**config.mk**
```make
export PLATFORM = sky130hd
export DESIGN_NAME = cfg_cmd_parser
export DESIGN_NICKNAME = d
export VERILOG_FILES = /design/src/rtl/cfgp_pkg.sv /design/src/rtl/cfg_sync_hunt.sv /design/src/rtl/cfg_cmd_asm.sv /design/src/rtl/cfg_opt_regs.sv /design/src/rtl/cfg_cmd_parser.sv
export SDC_FILE = /design/constraint.sdc
export NUM_CORES = 1
export LEC_CHECK = 0
export BUFFER_PORTS_ARGS = -buffer_cell sky130_fd_sc_hd__buf_2
export CORE_UTILIZATION = 30
export DETAILED_ROUTE_END_ITERATION = 6
export PLACE_DENSITY = 0.58
export SLEW_MARGIN = 25
export SYNTH_ARGS = -nofsm -noshare
export SYNTH_HDL_FRONTEND = slang
export SYNTH_SLANG_ARGS = --single-unit
```
**constraint.sdc**
```tcl
create_clock -name clk -period 3.2 [get_ports clk]
set_input_delay 0.64 -clock clk [delete_from_list [all_inputs] [get_ports clk]]
set_output_delay 0.64 -clock clk [all_outputs]
set_load 0.02 [all_outputs]
```
**src/rtl/cfgp_pkg.sv**
```systemverilog
package cfgp_pkg;

    typedef enum logic [2:0] {
        M_HUNT,
        M_CMD,
        M_FRAMES,
        M_DONE,
        M_ERR
    } mode_e;

    localparam logic [7:0]  PAD_BYTE   = 8'hFF;
    localparam logic [23:0] SYNC_HEAD  = 24'hFFFFA5;
    localparam logic [7:0]  SYNC_TAIL  = 8'hC3;

    // opcodes compared on their low seven bits
    localparam logic [6:0] OP_IDCHK  = 7'h06;
    localparam logic [6:0] OP_DEVOPT = 7'h10;
    localparam logic [6:0] OP_ZKEYS  = 7'h51;
    localparam logic [6:0] OP_SECURE = 7'h0B;
    localparam logic [6:0] OP_FLASH  = 7'h52;
    localparam logic [6:0] OP_LOAD   = 7'h3B;
    localparam logic [6:0] OP_USER   = 7'h0A;
    localparam logic [6:0] OP_END    = 7'h08;

    typedef struct packed {
        logic [6:0]  op;
        logic [31:0] arg;   // last four bytes of the command, first byte high
    } cmd_t;

    // total length in bytes, zero for an unknown opcode
    function automatic logic [3:0] cmd_bytes(input logic [6:0] op);
        case (op)
            OP_IDCHK, OP_DEVOPT, OP_ZKEYS, OP_FLASH, OP_USER: cmd_bytes = 4'd8;
            OP_SECURE, OP_LOAD, OP_END:                      cmd_bytes = 4'd4;
            default:                                         cmd_bytes = 4'd0;
        endcase
    endfunction

endpackage

```
**src/rtl/cfg_sync_hunt.sv**
```systemverilog
module cfg_sync_hunt import cfgp_pkg::*; #(
    parameter int MIN_FF = 16
) (
    input  logic       clk,
    input  logic       rst,
    input  logic       en,
    input  logic       fire,
    input  logic [7:0] byte_in,
    output logic       sync_hit
);
    localparam int CW = $clog2(MIN_FF + 1);
    localparam logic [CW-1:0] RUN_MAX = CW'(MIN_FF);

    logic [CW-1:0] run, run_nx;
    logic [23:0]   win;
    logic          armed;

    always_comb begin
        if (byte_in == PAD_BYTE)
            run_nx = (run == RUN_MAX) ? run : run + 1'b1;
        else
            run_nx = '0;
    end

    assign sync_hit = en && fire && armed && (win == SYNC_HEAD) && (byte_in == SYNC_TAIL);

    always_ff @(posedge clk) begin
        if (rst || !en) begin
            run   <= '0;
            win   <= '0;
            armed <= 1'b0;
        end else if (fire) begin
            run <= run_nx;
            win <= {win[15:0], byte_in};
            if (run_nx == RUN_MAX)
                armed <= 1'b1;
        end
    end

    // the sync byte can only be recognised after a long enough run
    a_r2_hit_needs_run: assert property (@(posedge clk) disable iff (rst)
        sync_hit |-> $past(en) && armed);

endmodule

```
**src/rtl/cfg_cmd_asm.sv**
```systemverilog
module cfg_cmd_asm import cfgp_pkg::*; (
    input  logic       clk,
    input  logic       rst,
    input  logic       en,
    input  logic       fire,
    input  logic [7:0] byte_in,
    output logic       cmd_done,
    output logic       bad_op,
    output cmd_t       cmd
);
    logic [2:0]  idx;
    logic [6:0]  op_q;
    logic [23:0] sh;
    logic [6:0]  op_cur;
    logic [3:0]  len;
    logic        first, nop, last, take;

    always_comb begin
        first  = (idx == 3'd0);
        op_cur = first ? byte_in[6:0] : op_q;
        len    = cmd_bytes(op_cur);
        nop    = first && (byte_in == PAD_BYTE);
        last   = (({1'b0, idx} + 4'd1) == len);
        take   = en && fire && !nop;
    end

    assign bad_op   = take && (len == 4'd0);
    assign cmd_done = take && (len != 4'd0) && last;
    assign cmd.op   = op_cur;
    assign cmd.arg  = {sh, byte_in};

    always_ff @(posedge clk) begin
        if (rst || !en) begin
            idx  <= '0;
            op_q <= '0;
            sh   <= '0;
        end else if (take && len != 4'd0) begin
            idx <= last ? 3'd0 : idx + 3'd1;
            if (first)
                op_q <= op_cur;
            sh <= {sh[15:0], byte_in};
        end
    end

    // a pad byte at an opcode position neither completes nor faults
    a_r3_pad_skipped: assert property (@(posedge clk) disable iff (rst)
        (en && fire && idx == 3'd0 && byte_in == PAD_BYTE) |-> !cmd_done && !bad_op);

    // an unknown opcode can only be seen at an opcode position
    a_r12_bad_at_start: assert property (@(posedge clk) disable iff (rst)
        bad_op |-> idx == 3'd0);

endmodule

```
**src/rtl/cfg_opt_regs.sv**
```systemverilog
module cfg_opt_regs import cfgp_pkg::*; #(
    parameter logic [31:0] EXP_ID = 32'h1100581B
) (
    input  logic        clk,
    input  logic        rst,
    input  logic        cmd_done,
    input  cmd_t        cmd,
    output logic        id_bad,
    output logic        is_load,
    output logic        is_end,
    output logic        crc_en,
    output logic [15:0] frame_count,
    output logic [7:0]  load_rate,
    output logic        compress_en,
    output logic        done_bypass,
    output logic [23:0] zero_keys,
    output logic [31:0] flash_addr,
    output logic [31:0] user_code
);
    assign id_bad  = cmd_done && cmd.op == OP_IDCHK && cmd.arg != EXP_ID;
    assign is_load = cmd_done && cmd.op == OP_LOAD;
    assign is_end  = cmd_done && cmd.op == OP_END;

    always_ff @(posedge clk) begin
        if (rst) begin
            crc_en      <= 1'b0;
            frame_count <= '0;
            load_rate   <= '0;
            compress_en <= 1'b0;
            done_bypass <= 1'b0;
            zero_keys   <= '1;
            flash_addr  <= '0;
            user_code   <= '0;
        end else if (cmd_done) begin
            case (cmd.op)
                OP_DEVOPT: begin
                    load_rate   <= cmd.arg[23:16];
                    compress_en <= cmd.arg[13];
                    done_bypass <= cmd.arg[12];
                end
                OP_ZKEYS: zero_keys  <= cmd.arg[23:0];
                OP_FLASH: flash_addr <= cmd.arg;
                OP_USER:  user_code  <= cmd.arg;
                OP_LOAD: begin
                    crc_en      <= cmd.arg[23];
                    frame_count <= cmd.arg[15:0];
                end
                default: ;
            endcase
        end
    end

    // the security marker leaves every option untouched
    a_r9_secure_inert: assert property (@(posedge clk) disable iff (rst)
        (cmd_done && cmd.op == OP_SECURE) |=> $stable(zero_keys) && $stable(user_code)
            && $stable(flash_addr) && $stable(load_rate) && $stable(frame_count));

endmodule

```
**src/rtl/cfg_cmd_parser.sv**
```systemverilog
module cfg_cmd_parser import cfgp_pkg::*; #(
    parameter int          MIN_FF = 16,
    parameter logic [31:0] EXP_ID = 32'h1100581B
) (
    input  logic        clk,
    input  logic        rst,
    input  logic        in_valid,
    input  logic [7:0]  in_data,
    output logic        in_ready,
    input  logic        frames_end,
    output logic        sync_locked,
    output logic        crc_en,
    output logic [15:0] frame_count,
    output logic        frames_start,
    output logic [7:0]  load_rate,
    output logic        compress_en,
    output logic        done_bypass,
    output logic [23:0] zero_keys,
    output logic [31:0] flash_addr,
    output logic [31:0] user_code,
    output logic        id_mismatch,
    output logic        bad_opcode,
    output logic        stream_done
);
    mode_e mode, mode_nx;
    logic  fire, sync_hit, cmd_done, bad_op, id_bad, is_load, is_end;
    cmd_t  cmd;

    assign in_ready = (mode != M_DONE) && (mode != M_ERR);
    assign fire     = in_valid && in_ready;

    cfg_sync_hunt #(.MIN_FF(MIN_FF)) u_hunt (
        .clk(clk), .rst(rst), .en(mode == M_HUNT), .fire(fire),
        .byte_in(in_data), .sync_hit(sync_hit)
    );

    cfg_cmd_asm u_asm (
        .clk(clk), .rst(rst), .en(mode == M_CMD), .fire(fire),
        .byte_in(in_data), .cmd_done(cmd_done), .bad_op(bad_op), .cmd(cmd)
    );

    cfg_opt_regs #(.EXP_ID(EXP_ID)) u_regs (
        .clk(clk), .rst(rst), .cmd_done(cmd_done), .cmd(cmd),
        .id_bad(id_bad), .is_load(is_load), .is_end(is_end),
        .crc_en(crc_en), .frame_count(frame_count), .load_rate(load_rate),
        .compress_en(compress_en), .done_bypass(done_bypass),
        .zero_keys(zero_keys), .flash_addr(flash_addr), .user_code(user_code)
    );

    always_comb begin
        mode_nx = mode;
        case (mode)
            M_HUNT:   if (sync_hit) mode_nx = M_CMD;
            M_CMD: begin
                if (bad_op || id_bad) mode_nx = M_ERR;
                else if (is_load)     mode_nx = M_FRAMES;
                else if (is_end)      mode_nx = M_DONE;
            end
            M_FRAMES: if (frames_end) mode_nx = M_CMD;
            default:  mode_nx = mode;
        endcase
    end

    always_ff @(posedge clk) begin
        if (rst) begin
            mode         <= M_HUNT;
            sync_locked  <= 1'b0;
            frames_start <= 1'b0;
            id_mismatch  <= 1'b0;
            bad_opcode   <= 1'b0;
            stream_done  <= 1'b0;
        end else begin
            mode         <= mode_nx;
            frames_start <= is_load;
            if (sync_hit) sync_locked <= 1'b1;
            if (id_bad)   id_mismatch <= 1'b1;
            if (bad_op)   bad_opcode  <= 1'b1;
            if (is_end)   stream_done <= 1'b1;
        end
    end

    // hand-off strobe lasts one cycle and leaves decoding parked
    a_r10_start_pulse: assert property (@(posedge clk) disable iff (rst)
        frames_start |=> !frames_start);
    a_r10_start_parks: assert property (@(posedge clk) disable iff (rst)
        frames_start |-> mode == M_FRAMES || mode == M_CMD);
    // identifier fault is sticky and stalls the stream
    a_r8_id_sticky: assert property (@(posedge clk) disable iff (rst)
        id_mismatch |=> id_mismatch && !in_ready);
    // opcode fault is sticky
    a_r12_bad_sticky: assert property (@(posedge clk) disable iff (rst)
        bad_opcode |=> bad_opcode && !in_ready);
    // end of stream stalls input
    a_r11_done_halts: assert property (@(posedge clk) disable iff (rst)
        stream_done |-> !in_ready);
    // lock never falls back
    a_r2_lock_holds: assert property (@(posedge clk) disable iff (rst)
        sync_locked |=> sync_locked);

endmodule

```
==> results of run 1 <==
[sequential cells by signal (all words and copies together) (netlist names), 5 cells and up]
name / count
u_asm.op_q: 7
u_asm.sh: 24
u_hunt.run: 5
u_hunt.win: 24
u_regs.flash_addr: 32
u_regs.frame_count: 16
u_regs.load_rate: 8
u_regs.user_code: 32
u_regs.zero_keys: 24
[stage by stage]
step           power (W)  util (%)
2_1_floorplan    0.00253         -
3_3_place_gp     0.00259      35.4
3_5_place_dp     0.00259      35.4
4_1_cts          0.00470      37.8
5_1_grt          0.00481      38.1
6_report         0.00465      38.1
[final timing paths]
check	startpoint	endpoint	slack (ns)	cells after the start
min reg2reg	sync_locked$_SDFFE_PP0P_	sync_locked$_SDFFE_PP0P_	0.45	2
min	sync_locked$_SDFFE_PP0P_	sync_locked$_SDFFE_PP0P_	0.45	2
max	u_asm.idx[0]$_SDFFE_PP0N_	u_regs.user_code[10]$_SDFFE_PP0P_	0.16	11
max reg2reg	u_asm.idx[0]$_SDFFE_PP0N_	u_regs.user_code[10]$_SDFFE_PP0P_	0.16	11
[worst reg2reg max path, delay by kind of cell (launching register included)]
| family | cells | cell delay, ns |
|---|---|---|
| adders and majority gates | 1 | 0.24 |
| DFF | 1 | 0.36 |
| muxes | 1 | 0.21 |
| and+or+nand+nor | 3 | 0.76 |
| buffers and inverters | 3 | 0.46 |
| AOI/OAI and AO/OA | 3 | 0.87 |
[synthesized netlist by cell type, types with 4 or more instances]
master,count,share of area (%)
nand2_1,48,2.4
o21ai_0,6,0.40
a21oi_1,21,1.4
nand3b_1,6,0.60
clkbuf_1,22,1.1
mux2i_1,167,22
nor4b_1,6,0.70
nor4bb_1,5,0.66
ha_1,4,0.66
and3_1,4,0.33
nor2_1,170,8.5
buf_6,5,0.75
inv_1,7,0.35
or4_1,4,0.40
buf_2,12,0.80
xnor2_1,4,0.46
buf_4,5,0.50
nor3_1,4,0.27
nand2b_1,6,0.50
dfxtp_1,187,50
nand4_1,10,0.83
[logic make-up after synthesis]
family,share of synthesized area [%]
AO/OA/AOI/OAI,5.19
XOR/XNOR,0.812
adder cells (fa/ha/maj),0.663
buffers and inverters,4.11
flip-flops,49.6
multiplexers,22.4
AND/OR/NAND/NOR,17.2
[metal layers]
layer | wire (um) | track usage [%] | share of wire, %
met4 | 316 | 4.68 | 1.5
met3 | 1030 | 3.80 | 5.0
met1 | 9700 | 20.6 | 47
met5 | 0 | 0 | 0
met2 | 9670 | 26.4 | 47
[power by group]
part           internal [W]  switching [W]  leakage, nW  total [W]
clock network       0.00121       0.000898        0.289    0.00211
registers           0.00234      0.0000151         1.51    0.00236
logic             0.0000568       0.000126         2.21   0.000183
[final cells by class]
cell class	count	area [um2]	share of cell area (%)
timing repair buffer	165	998	10.7
tap	324	405	4.35
clock buffer	21	470	5.05
multi-input combinational	515	3550	38.1
clock inverter	9	114	1.22
inverter	8	30.0	0.323
sequential	187	3750	40.2
[repair_timing]
action / 4_1_cts / 5_1_grt
endpoints found under the hold margin: 0 / 0
gates resized for setup: 0 / 7
endpoints found under the setup margin: 0 / 59
buffers inserted: 0 / 2
==> summary.md, run 1 <==
| Metric | Value |
|---|---|
| Outcome | `finished, final reports clean` |
| Setup violations, final | `0` |
| Fin. Hold Viols | `0` |
| NumNets Final | `910` |
| Seq/Total Area, Yosys | `between 40% and 50%` |
| Hold Path Class | `register to register` |
| Crit path buf inv count | `3` |
| Minimum clock period | `slightly above 3 ns` |
| CP max stage delay | `approximately 0.5 ns` |
| Peak supply drop | `between 0.3 and 0.4 mV` |
| Initial antenna violation count | `0` |
| Num rows | `57` |
| Placed cell area | `just under 9000 um2` |
| Most common cell after layout, fill and taps aside | `dfxtp_1` |
| Crit path cell chain | `inv_1 > ha_1 > nor2b_2 > or4b_4 > a311oi_4 > o31ai_4 > a2111oi_4 > buf_4 > buf_6 > mux2i_1 > nor2_1` |
| Input/output buffers | `about 130` |
| Drt first pass iters | `4` |
| Vias | `approximately 5.7k` |
| Layout cells sized above 1 | `a little under a quarter` |
| Later-pin clock latency in the skew report | `approximately 0.42 ns` |
| Worst-path clk slew | `~0.07 ns` |
| Setup TNS | `0 ns` |
| CORE AREA | `~24000 um2` |
| Delay-heaviest family, CP | `compound AO/OA/AOI/OAI gates` |
| Static Leak | `between 4 and 5 nW` |
| CTS max path bufs | `2` |
| Fin crit share | `between 90 and 100%` |
| Slew HR | `about 53%` |
| First-pass GRT wire length | `31.9 mm` |
| Starting Density | `a little under a third` |
| Number of synthesized flops with an enable pin | `0` |
| Critical path arrival | `~3.3 ns` |
| Clock Skew | `0.00986 ns` |
| CTS Buf Count | `17` |
| Hold Buf Count CTS | `0` |
| Post-Layout Cell Count | `between 1k and 1.5k` |
| Place WS | `0.0786 ns` |
| Most frequent cells in the layout | `dfxtp_1, nor2_1, mux2i_1, buf_2, nand2_1` |
| Fmax achieved | `between 0.3 and 0.4 GHz` |
| Final hold slack | `0.451 ns` |
| Diode count | `0` |
| CTS Sinks | `approximately 190` |
| Fin area | `~9300 um2` |
| Fillers | `2420` |
| Total track usage | `~16%` |
| Critical Path End Type | `register` |
| #FFs+latches synth | `roughly 190` |
| CTS tree | `done` |
| Total routed wirelength | `about 21 mm` |
| Setup Crit Path Kind | `register to register` |
| Synth warn | `0` |
| Total Die Area | `between 20000 and 30000 um2` |
| Syn Std Cell Area | `7550 um2` |
| Tightest Pin Transition | `slightly above 0.7 ns` |
| Main synth FF type | `dfxtp_1` |
| Max-cap violations | `0` |
| CP startpoint kind | `register` |
| WL/cell | `16.9 um` |
| Synthesis-to-layout area growth | `23.4%` |
| DRC | `0` |
| Post-DP HPWL | `14.1 mm` |
| Asr flop ratio synth | `0%` |
| Synth Instances | `between 700 and 800` |
| Largest net degree at the start of global routing | `66` |
| Vias in the first global route | `5562` |
| Routed Antenna Nets | `0` |
| Via-per-instance ratio | `between 4 and 5` |
| CP max stage cell | `or4b_4` |
| Number of library cell types mapped by synthesis | `59` |
| Avg Cell Area, Syn | `around 9.9 um2` |
| Routability cong. | `slightly above 0.8` |
| Setup ws final | `approximately 0.16 ns` |
| Post-Synthesis Net Count | `just under 800` |
| Iter 0 DRT Violations | `287` |
| Die extent in y | `about 160 um` |
| CTS HTree Levels | `4` |
| GR Overflow Total | `0` |
| Die X-Extent | `about 160 um` |
| Placed cell count | `between 1k and 1.5k` |
| Max Slew Vio Count | `0` |
| IO Pins | `133` |
| CP required | `roughly 3.5 ns` |
| Power density cells | `between 400 and 500 nW/um2` |
| CTS root buffer | `clkbuf_16` |
| Crit-path max FO | `10` |
Note: power is estimated with default switching activity, not from simulation.
==> inputs of run 2 (changes only) <==
--- a/config.mk
+++ b/config.mk
@@ -6,8 +6,10 @@
 export NUM_CORES = 1
 export LEC_CHECK = 0
 export BUFFER_PORTS_ARGS = -buffer_cell sky130_fd_sc_hd__buf_2
+export CORE_MARGIN = 1.5
 export CORE_UTILIZATION = 30
 export DETAILED_ROUTE_END_ITERATION = 6
+export MAX_ROUTING_LAYER = met4
 export PLACE_DENSITY = 0.58
 export SLEW_MARGIN = 25
 export SYNTH_ARGS = -nofsm -noshare
==> run 2 against run 1 <==
Clock power increased by 2%. Sequential share of layout area decreased by 0.50 points. Critical path depth increased by 1. Sequential cell count unchanged. Non-clock buffer count increased by 8. Cell area increased by 1.2%. Sequential power about the same. Via count increased by 1.5%. Power increased by 1.1%. Critical endpoint is now u_regs.flash_addr[20]$_SDFFE_PP0P_. Largest cell class unchanged. Critical path type unchanged. Final cell count increased by 0.81%.
==> summary.md, run 2 (synthesis gave the netlist of run 1 again) <==
| Metric | Value |
|---|---|
| Switching share of power | `23.6% (+1.2 points)` |
| Hold path cells | `2 (unchanged)` |
| Placed cell count | `1201 (+0.42%)` |
| CTS root buffer | `clkbuf_16` |
| Fmax achieved | `0.322 GHz (-1.9%)` |
| Biggest regs | `u_regs.flash_addr: 32 flops, u_regs.user_code: 32 flops` |
| Setup violations, final | `0 (unchanged)` |
| CP startpoint kind | `register` |
| CORE AREA | `24500 um2 (+0.29%)` |
| Max Slew Vio Count | `0 (unchanged)` |
| Post-Layout Cell Count | `1239 (+0.81%)` |
| Tightest Pin Transition | `1.02 ns (+0.307 ns)` |
| Gr busiest metal | `met2` |
| Outcome | `finished, final reports clean` |
| CTS Buf Count | `17 (unchanged)` |
| Iter 0 DRT Violations | `402 (+40%)` |
| Routability cong. | `0.854 (+2.9%)` |
| Die extent in y | `162 um (+0.62%)` |
| Total routed wirelength | `21.5 mm (+3.7%)` |
| Total track usage | `16.7% (+0.72 points)` |
| Routed Antenna Nets | `0 (unchanged)` |
| Peak supply drop | `0.321 mV (-2.0%)` |
| Minimum clock period | `3.10 ns (+0.0600 ns)` |
| Largest net degree at the start of global routing | `92 (+39%)` |
| Layout cells sized above 1 | `24.8% (+1.1 points)` |
| IO Pins | `133 (unchanged)` |
| Diode count | `0 (unchanged)` |
| Fin. Hold Viols | `0 (unchanged)` |
| CTS tree | `done` |
| GR Overflow Total | `0 (unchanged)` |
| R2R Setup Slk | `0.1 ns (-0.06 ns)` |
| Static Leak | `4.05 nW (+0.98%)` |
| CTS HTree Levels | `4 (unchanged)` |
| Critical Path End Type | `register` |
| Most common cell after layout, fill and taps aside | `dfxtp_1` |
| Crit-path max FO | `9 (-1)` |
| Core Util, Final | `38.4% (+0.36 points)` |
| Fin crit share | `96.9% (+1.9 points)` |
| CTS Sinks | `187 (unchanged)` |
| Max-cap violations | `0 (unchanged)` |
| CP required | `3.49 ns (about the same)` |
| Starting Density | `30.8% (-0.090 points)` |
| Num rows | `57 (unchanged)` |
| GR Util met1 | `21.3% (+0.69 points)` |
| Setup Crit Path Kind | `register to register` |
| Via-per-instance ratio | `4.71 (+0.70%)` |
| Die X-Extent | `162 um (+0.62%)` |
| Post-DP HPWL | `14.5 mm (+2.7%)` |
| Later-pin clock latency in the skew report | `0.44 ns (+0.02 ns)` |
| Clock power frac | `45.9% (+0.5 points)` |
| Vias | `5830 (+1.5%)` |
| Power density cells | `499 nW/um2 (-0.18%)` |
| Initial antenna violation count | `0 (unchanged)` |
| R2R depth | `12 (+1)` |
| Critical path arrival | `3.39 ns (+0.07 ns)` |
| DRC | `0 (unchanged)` |
| Synthesis-to-layout area growth | `24.9%` |
| Sequential Power Share | `50.1% (-0.6 points)` |
| Met2 Use GR | `26.3% (-0.071 points)` |
| Total Die Area | `26100 um2 (+1.2%)` |
| WL/cell | `17.3 um (+2.9%)` |
| Slew HR | `32.1% (-20 points)` |
| CTS max path bufs | `2 (unchanged)` |
| Most frequent cells in the layout | `dfxtp_1, nor2_1, mux2i_1, buf_2, nand2_1` |
| NumNets Final | `918 (+0.88%)` |
| Met3 Usage GRT | `3.65% (-0.15 points)` |
| Hold Path Class | `register to register` |
| Worst-path clk slew | `0.08 ns (about the same)` |
| First-pass GRT wire length | `32.5 mm (+1.9%)` |
| Input/output buffers | `132 (unchanged)` |
| Clock Skew | `0.0124 ns (+0.00259 ns)` |
| Combinational cell fraction of total power | `4.0% (about the same)` |
| Net Sw Power | `0.00111 W (+6.6%)` |
| Drt first pass iters | `5 (+1)` |
| Vias in the first global route | `5573 (+0.20%)` |
| Hold Buf Count CTS | `0 (unchanged)` |
| Int Power | `0.00359 W (-0.52%)` |
## run 2: layer usage
layer / vias to the layer above / part of all wire (%) / routed length (um)
met4: 0 / 1.2 / 255
li1: 2887 / - / -
met2: 141 / 48 / 10200
met3: 17 / 5.2 / 1110
met5: - / 0 / 0
met1: 2785 / 46 / 9880
## run 2: layout make-up
cell class / instances / area, um2
tap: 324 / 405
timing repair buffer: 173 / 1100
fill: 2464 / 15100
clock inverter: 13 / 151
multi-input combinational: 515 / 3550
sequential: 187 / 3750
clock buffer: 19 / 443
inverter: 8 / 30.0
## run 2: timing repair
| action | CTS | global route |
|---|---|---|
| setup buffers | 0 | 4 |
| setup endpoints to repair | 0 | 109 |
| resized for setup | 0 | 8 |
## run 2: worst max-delay path: stages (launching register included)
cell	delay, ns
dfxtp_2	0.35
inv_1	0.06
ha_2	0.21
nor2b_2	0.20
or4b_4	0.52
a311oi_4	0.37
buf_4	0.18
o31a_1	0.22
o2111a_2	0.30
buf_12	0.13
clkbuf_16	0.16
mux2i_1	0.19
nor2_1	0.06
## run 2: worst paths after layout
check,from,end
setup / recovery,u_asm.idx[0]$_SDFFE_PP0N_,u_regs.flash_addr[20]$_SDFFE_PP0P_
hold / removal,sync_locked$_SDFFE_PP0P_,sync_locked$_SDFFE_PP0P_
setup reg to reg,u_asm.idx[0]$_SDFFE_PP0N_,u_regs.flash_addr[20]$_SDFFE_PP0P_
hold reg to reg,sync_locked$_SDFFE_PP0P_,sync_locked$_SDFFE_PP0P_
## run 2: power groups by stage
stage / clock network [W] / logic (W) / registers, W
2_1_floorplan: 0 / 0.000120 / 0.00241
3_3_place_gp: 0 / 0.000189 / 0.00241
3_5_place_dp: 0 / 0.000189 / 0.00241
4_1_cts: 0.00222 / 0.000189 / 0.00236
5_1_grt: 0.00230 / 0.000202 / 0.00236
6_report: 0.00216 / 0.000188 / 0.00236
## run 2: stage by stage
step / worst slack [ns] / hold WS (ns) / setup TNS [ns] / total power, W / cell area [um2]
after floorplan: 0.268 / 0.437 / 0 / 0.00253 / 7550
after global placement: -0.0855 / 0.444 / -2.09 / 0.00260 / 8710
after detailed placement: -0.0897 / 0.440 / -2.21 / 0.00260 / 8710
after CTS: 0.0305 / 0.441 / 0 / 0.00477 / 9300
after global routing: -0.000478 / 0.453 / -0.000611 / 0.00486 / 9430
final: 0.0992 / 0.454 / 0 / 0.00470 / 9430
